===== src/rtl/acif_pkg.sv =====
package acif_pkg;

  typedef enum logic [1:0] {
    ADR_SERIAL_CFG = 2'd0,
    ADR_CONTROL    = 2'd1,
    ADR_DSEL_EVEN  = 2'd2,
    ADR_DSEL_ODD   = 2'd3
  } acif_addr_e;

  // Control word field positions (decoded by software; fixed)
  localparam int CB_DEMUX_WR  = 26;
  localparam int CB_MODE_LO   = 24;
  localparam int CB_RESET     = 20;
  localparam int CB_SNAP      = 16;
  localparam int CB_CHIP_LO   = 8;
  localparam int CB_LANE_LO   = 5;
  localparam int CB_TAP_LO    = 0;
  localparam int TAP_W        = 5;
  localparam int LANE_IDX_W   = 3;
  localparam int MODE_W       = 2;
  localparam int CHIP_FIELD_W = 8;

  typedef struct packed {
    logic                  demux_wr;
    logic [MODE_W-1:0]     demux_mode;
    logic                  reset_cmd;
    logic                  snap_cmd;
    logic [LANE_IDX_W-1:0] slip_lane;
    logic [TAP_W-1:0]      tap;
  } ctrl_fields_t;

  function automatic logic [31:0] pack_status(
    input logic [1:0]  board_rev,
    input logic [1:0]  lock,
    input logic [3:0]  units,
    input logic [1:0]  ctrl_rev,
    input logic [1:0]  aux_rev,
    input logic [15:0] serial_rd
  );
    pack_status = {2'b00, board_rev, 2'b00, lock, units, ctrl_rev, aux_rev, serial_rd};
  endfunction

endpackage


===== src/rtl/acif_bus_decode.sv =====
module acif_bus_decode
  import acif_pkg::*;
#(
  parameter int NUM_CHIPS = 3,
  parameter int SEL_W     = 12
) (
  input  logic                 clk,
  input  logic                 rst,
  input  logic                 wr_en,
  input  logic                 rd_en,
  input  logic [1:0]           addr,
  input  logic [31:0]          wdata,
  input  logic [31:0]          status_word,
  output logic [31:0]          cfg_q,
  output logic                 cfg_wr,
  output ctrl_fields_t         ctrl_q,
  output logic [NUM_CHIPS-1:0] chips_q,
  output logic [SEL_W-1:0]     sel_even_q,
  output logic [SEL_W-1:0]     sel_odd_q,
  output logic [31:0]          rdata
);

  acif_addr_e   wa;
  ctrl_fields_t ctrl_d;

  assign wa = acif_addr_e'(addr);

  always_comb begin
    ctrl_d.demux_wr   = wdata[CB_DEMUX_WR];
    ctrl_d.demux_mode = wdata[CB_MODE_LO +: MODE_W];
    ctrl_d.reset_cmd  = wdata[CB_RESET];
    ctrl_d.snap_cmd   = wdata[CB_SNAP];
    ctrl_d.slip_lane  = wdata[CB_LANE_LO +: LANE_IDX_W];
    ctrl_d.tap        = wdata[CB_TAP_LO +: TAP_W];
  end

  always_ff @(posedge clk) begin
    if (rst) begin
      cfg_q      <= '0;
      cfg_wr     <= 1'b0;
      ctrl_q     <= '0;
      chips_q    <= '0;
      sel_even_q <= '0;
      sel_odd_q  <= '0;
      rdata      <= '0;
    end else begin
      cfg_wr <= wr_en && (wa == ADR_SERIAL_CFG);
      if (wr_en) begin
        unique case (wa)
          ADR_SERIAL_CFG: cfg_q <= wdata;
          ADR_CONTROL: begin
            ctrl_q  <= ctrl_d;
            chips_q <= wdata[CB_CHIP_LO +: NUM_CHIPS];
          end
          ADR_DSEL_EVEN: sel_even_q <= wdata[SEL_W-1:0];
          ADR_DSEL_ODD:  sel_odd_q  <= wdata[SEL_W-1:0];
        endcase
      end
      rdata <= (rd_en && (wa == ADR_SERIAL_CFG)) ? status_word : '0;
    end
  end

endmodule


===== src/rtl/acif_rise_det.sv =====
module acif_rise_det #(
  parameter int W = 1
) (
  input  logic         clk,
  input  logic         rst,
  input  logic [W-1:0] lvl,
  output logic [W-1:0] rise
);

  logic [W-1:0] prev_q;

  always_ff @(posedge clk) begin
    if (rst) prev_q <= '0;
    else     prev_q <= lvl;
  end

  assign rise = lvl & ~prev_q;

endmodule


===== src/rtl/acif_lane_map.sv =====
module acif_lane_map
  import acif_pkg::*;
#(
  parameter int NUM_CHIPS = 3,
  parameter int LANES     = 8
) (
  input  logic [NUM_CHIPS-1:0]           chip_rise,
  input  logic [LANE_IDX_W-1:0]          lane_idx,
  input  logic [NUM_CHIPS*(LANES/2)-1:0] even_rise,
  input  logic [NUM_CHIPS*(LANES/2)-1:0] odd_rise,
  output logic [NUM_CHIPS*LANES-1:0]     slip,
  output logic [NUM_CHIPS*LANES-1:0]     dload
);

  localparam int HALF = LANES / 2;

  for (genvar c = 0; c < NUM_CHIPS; c++) begin : g_chip
    for (genvar l = 0; l < LANES; l++) begin : g_lane
      localparam int K = c * HALF + l / 2;
      assign slip[c*LANES + l] = chip_rise[c] && (lane_idx == LANE_IDX_W'(l));
      if (l % 2 == 0) begin : g_even
        assign dload[c*LANES + l] = even_rise[K];
      end else begin : g_odd
        assign dload[c*LANES + l] = odd_rise[K];
      end
    end
  end

endmodule


===== src/rtl/adc_capture_ctrl_regs.sv =====
module adc_capture_ctrl_regs
  import acif_pkg::*;
#(
  parameter int NUM_CHIPS = 3,
  parameter int LANES     = 8
) (
  input  logic                         clk,
  input  logic                         rst,
  input  logic                         wr_en,
  input  logic                         rd_en,
  input  logic [1:0]                   addr,
  input  logic [31:0]                  wdata,
  output logic [31:0]                  rdata,
  input  logic [1:0]                   st_board_rev,
  input  logic [1:0]                   st_lock,
  input  logic [3:0]                   st_units,
  input  logic [1:0]                   st_ctrl_rev,
  input  logic [1:0]                   st_aux_rev,
  input  logic [15:0]                  st_serial_rd,
  output logic [31:0]                  cfg_word,
  output logic                         cfg_wr,
  output logic                         rst_pulse,
  output logic                         snap_pulse,
  output logic                         demux_pulse,
  output logic [1:0]                   demux_mode,
  output logic [NUM_CHIPS*LANES-1:0]   slip_pulse,
  output logic [NUM_CHIPS*LANES-1:0]   dly_load,
  output logic [4:0]                   dly_tap
);

  localparam int SEL_W = NUM_CHIPS * (LANES / 2);
  localparam int CMD_W = 3 + NUM_CHIPS;

  logic [31:0]          status_word;
  ctrl_fields_t         ctrl_q;
  logic [NUM_CHIPS-1:0] chips_q;
  logic [SEL_W-1:0]     sel_even_q, sel_odd_q;
  logic [SEL_W-1:0]     even_rise, odd_rise;
  logic [CMD_W-1:0]     cmd_lvl, cmd_rise;

  assign status_word = pack_status(st_board_rev, st_lock, st_units,
                                   st_ctrl_rev, st_aux_rev, st_serial_rd);

  acif_bus_decode #(.NUM_CHIPS(NUM_CHIPS), .SEL_W(SEL_W)) u_dec (
    .clk        (clk),
    .rst        (rst),
    .wr_en      (wr_en),
    .rd_en      (rd_en),
    .addr       (addr),
    .wdata      (wdata),
    .status_word(status_word),
    .cfg_q      (cfg_word),
    .cfg_wr     (cfg_wr),
    .ctrl_q     (ctrl_q),
    .chips_q    (chips_q),
    .sel_even_q (sel_even_q),
    .sel_odd_q  (sel_odd_q),
    .rdata      (rdata)
  );

  assign cmd_lvl = {ctrl_q.demux_wr, ctrl_q.reset_cmd, ctrl_q.snap_cmd, chips_q};

  acif_rise_det #(.W(CMD_W)) u_cmd_edge (
    .clk (clk), .rst (rst), .lvl (cmd_lvl), .rise(cmd_rise)
  );

  acif_rise_det #(.W(SEL_W)) u_even_edge (
    .clk (clk), .rst (rst), .lvl (sel_even_q), .rise(even_rise)
  );

  acif_rise_det #(.W(SEL_W)) u_odd_edge (
    .clk (clk), .rst (rst), .lvl (sel_odd_q), .rise(odd_rise)
  );

  assign demux_pulse = cmd_rise[CMD_W-1];
  assign rst_pulse   = cmd_rise[CMD_W-2];
  assign snap_pulse  = cmd_rise[CMD_W-3];
  assign demux_mode  = ctrl_q.demux_mode;
  assign dly_tap     = ctrl_q.tap;

  acif_lane_map #(.NUM_CHIPS(NUM_CHIPS), .LANES(LANES)) u_map (
    .chip_rise(cmd_rise[NUM_CHIPS-1:0]),
    .lane_idx (ctrl_q.slip_lane),
    .even_rise(even_rise),
    .odd_rise (odd_rise),
    .slip     (slip_pulse),
    .dload    (dly_load)
  );

endmodule


===== config.mk =====
export PLATFORM = sky130hd
export DESIGN_NAME = adc_capture_ctrl_regs
export DESIGN_NICKNAME = d
export VERILOG_FILES = /design/src/rtl/acif_pkg.sv /design/src/rtl/acif_bus_decode.sv /design/src/rtl/acif_rise_det.sv /design/src/rtl/acif_lane_map.sv /design/src/rtl/adc_capture_ctrl_regs.sv
export SDC_FILE = /design/constraint.sdc
export NUM_CORES = 1
export LEC_CHECK = 0
export ABC_AREA = 1
export ABC_CLOCK_PERIOD_IN_PS = 1000
export BUFFER_PORTS_ARGS = -buffer_cell sky130_fd_sc_hd__buf_2
export CAP_MARGIN = 0
export CORE_MARGIN = 8
export CORE_UTILIZATION = 51
export CTS_BUF_LIST = sky130_fd_sc_hd__clkbuf_4
export CTS_CLUSTER_SIZE = 25
export DETAILED_ROUTE_END_ITERATION = 16
export GPL_ROUTABILITY_DRIVEN = 0
export GPL_TIMING_DRIVEN = 0
export PLACE_DENSITY = 0.83
export SYNTH_ARGS = -nofsm -noshare
export SYNTH_HDL_FRONTEND = slang
export SYNTH_SLANG_ARGS = --single-unit

===== constraint.sdc =====
create_clock -name clk -period 1 [get_ports clk]
set_input_delay 0.1 -clock clk [delete_from_list [all_inputs] [get_ports clk]]
set_output_delay 0.1 -clock clk [all_outputs]
set_load 0.01 [all_outputs]

==> impl_metrics.ini <==
[grt]
grt_pass1_vias = 5618
grt_pass1_wl_um = 28100
track_usage_pct = 27.8
antenna_found_initial = 0
grt_max_degree = 17
grt-ovfl-total = 0

[die]
rows = 36
core_mm2 = 0.00959
start_util_pct = 51.8
pin_count = 189
die_h_um = 115
die_w_um = 115
die_area_mm2 = 0.0132

[yosys]
synth.most_common_cell = nor2_1
syn_area_mm2 = 0.00497
syn_area_per_cell_um2 = 7.12
synth-edff-count = 0
yosysTopAreaCellShare_pct = 52.8
synthArstFlopShare_pct = 0
yosysSeqAreaShare_pct = 52.8
synth.area.top_cells = dfxtp_1 (53%), nor2_1 (17%), nand2_1 (8.5%), inv_1 (7.7%), nand3_1 (4.3%)
ys_warn_count = 0
synthFlopType = dfxtp_1
ys_types = 15
synthCells = 698
yosys-top-cells-count = nor2_1 (222), dfxtp_1 (131), nand2_1 (113), inv_1 (102), nand3_1 (43)
synth.largest_area_cell = dfxtp_1
ys_seq_elements = 131

[worst_setup_path]
crit_type = flip-flop to primary output
end_kind = primary output
worst-path-max-fanout = 8
arrival_ns = 1.40
worstSetupStartpointType = flip-flop
crit_required_ns = 0.90

[placement]
dp_hpwl_um = 10200
portBuffers = 183
place_inst = 1017
post_dp_cell_area_mm2 = 0.00606

[status]
outcome = complete, but fails checks
violations = negative setup slack

[cells_and_area]
final_core_util_pct = 80.9
multi_input_area_mm2 = 0.00177
area_growth_pct = 56.1
final_cell_area_mm2 = 0.00776
drive_above_1_share_pct = 43.2
nNetsFinal = 1052
final_cells = 1133
num-fill-cells = 565
regArea_mm2 = 0.00274

[timing]
fin_ws_ns = -0.502
finalClockSkew_ns = 0.00984
final-hold-violation-count = 0
period_share_pct = 150
worst_slew_pin_slew_ns = 0.567
setup-violations-final = 123
relSlewSlack_pct = 62.2
post-route-min-period_ns = 1.50
final.setup.tns_ns = -24.61
final-max-slew-violation-count = 0
max_freq_ghz = 0.666
hold_slack_ns = 0.0696
rsz0062_at_grt = yes

[pwr]
comb_power_share_pct = 15.8
p_seq_share_pct = 50.3
p_clk_share_pct = 33.9
ir_drop_mv = 1.46
power.density_mw_per_mm2 = 1430
leakage_uw = 0.00419
intPower_uw = 7800
switchingPower_uw = 3320
power_switching_share_pct = 29.8

[clocking]
cts_root_buffer = clkbuf_4
numCtsBuffers = 17
cts_max_level = 4
cts_tree = built
clkSinkCount = 131
path_clk_slew_ns = 0.12
clk-insertion-delay-late_ns = 0.53
clockBufferDepth = 2

[drt]
dr.first_iter.drc_count = 468
ant_nets = 0
drcViolationCount = 0
via_per_inst = 5.15
dr.pass1.iters = 8
wl_um = 20900
wl_per_cell_um = 18.4
via_count = 5838

[flow_run]
cap_violations = 0

[hold_path]
hp-class = input pin to flip-flop
cell type report:
| cell class | count | area share, % |
|---|---|---|
| clock buffers | 18 | 1.74 |
| well taps | 133 | 2.15 |
| plain buffers | 38 | 2.74 |
| flip-flops and latches | 131 | 35.4 |
| repair buffers | 276 | 28.1 |
| diodes | 1 | 0.0323 |
| clock inverters | 14 | 2.00 |
| multi-input cells | 419 | 22.9 |
| inverters | 103 | 4.98 |
metal layers:
layer	global-route usage (%)	routed length [µm]	up-vias
met5	0	0	-
met4	16.9	1350	0
met3	10.9	2390	137
met2	49.9	10100	433
met1	26.2	6990	2640
li1	-	-	2628
state kept, by name, summed over array words and instances, names as in the netlist:
name	count
u_dec.cfg_wr	1
u_odd_edge.prev_q	12
u_dec.sel_odd_q	12
u_even_edge.prev_q	12
u_dec.cfg_q	32
u_dec.chips_q	3
u_cmd_edge.prev_q	6
u_dec.rdata	28
u_dec.ctrl_q	13
u_dec.sel_even_q	12
power by group through the flow:
stage	clock, µW	sequential, µW	combinational (µW)
after floorplan	0	5650	682
after global placement	0	5610	1210
after detailed placement	0	5620	1230
after CTS	3640	5560	1560
after global routing	3980	5610	1880
final	3760	5590	1760
logic make-up after synthesis:
family                 Yosys count  share of synthesized area [%]
and+or+nand+nor                383                           30.6
buffers and inverters          151                           13.3
DFF                            131                           52.8
AOI/OAI and AO/OA               32                           3.22
other                            1                         0.0755
placed cells by master (no fill, tap or decap):
cell type / n
buf_4: 35
inv_1: 69
clkbuf_4: 18
dlygate4sd3_1: 67
clkinv_2: 2
nand3_2: 2
nor2_2: 18
buf_6: 65
clkinv_4: 5
dfxtp_1: 34
nand3_1: 41
nand3_4: 1
nor2_1: 202
dfxtp_2: 97
nand2_1: 113
a21oi_1: 32
clkinvlp_4: 2
inv_2: 34
conb_1: 4
diode_2: 1
bufinv_16: 2
or2_4: 3
inv_6: 3
buf_2: 142
nor2_4: 3
clkbuf_1: 5
critical path: stages, from the launching register on:
cell	delay (ns)
dfxtp_2	0.34
inv_2	0.04
or2_4	0.27
nor2_1	0.10
buf_2	0.14
per-stage QoR:
stage               worst slack (ns)  total power [µW]
finish                        -0.502             11100
CTS                           -0.509             10800
global route                  -0.578             11500
floorplan                    -0.0298              6330
detailed placement            -0.168              6840
global placement              -0.156              6820
path summary, 6_finish.rpt:
| path | slack [ns] | end | startpoint | cells after the start |
|---|---|---|---|---|
| setup / recovery | -0.50 | slip_pulse[6] | u_dec.chips_q[0] | 4 |
| hold / removal | 0.07 | u_dec.ctrl_q[12] | wr_en | 5 |
| setup reg to reg | -0.06 | u_dec.cfg_q[19] | u_dec.cfg_q[19] | 2 |
| hold reg to reg | 0.45 | u_cmd_edge.prev_q[3] | u_dec.ctrl_q[8] | 2 |
what timing repair did:
| action | CTS | global route |
|---|---|---|
| endpoints found under the setup margin | 119 | 122 |
| resized for setup | 168 | 65 |
| hold buffers | 69 | 1 |
| buffers inserted | 14 | 12 |
| hold endpoints to repair | 101 | 3 |
| pin swaps | 17 | 16 |
(Power assumes the default switching activity.)
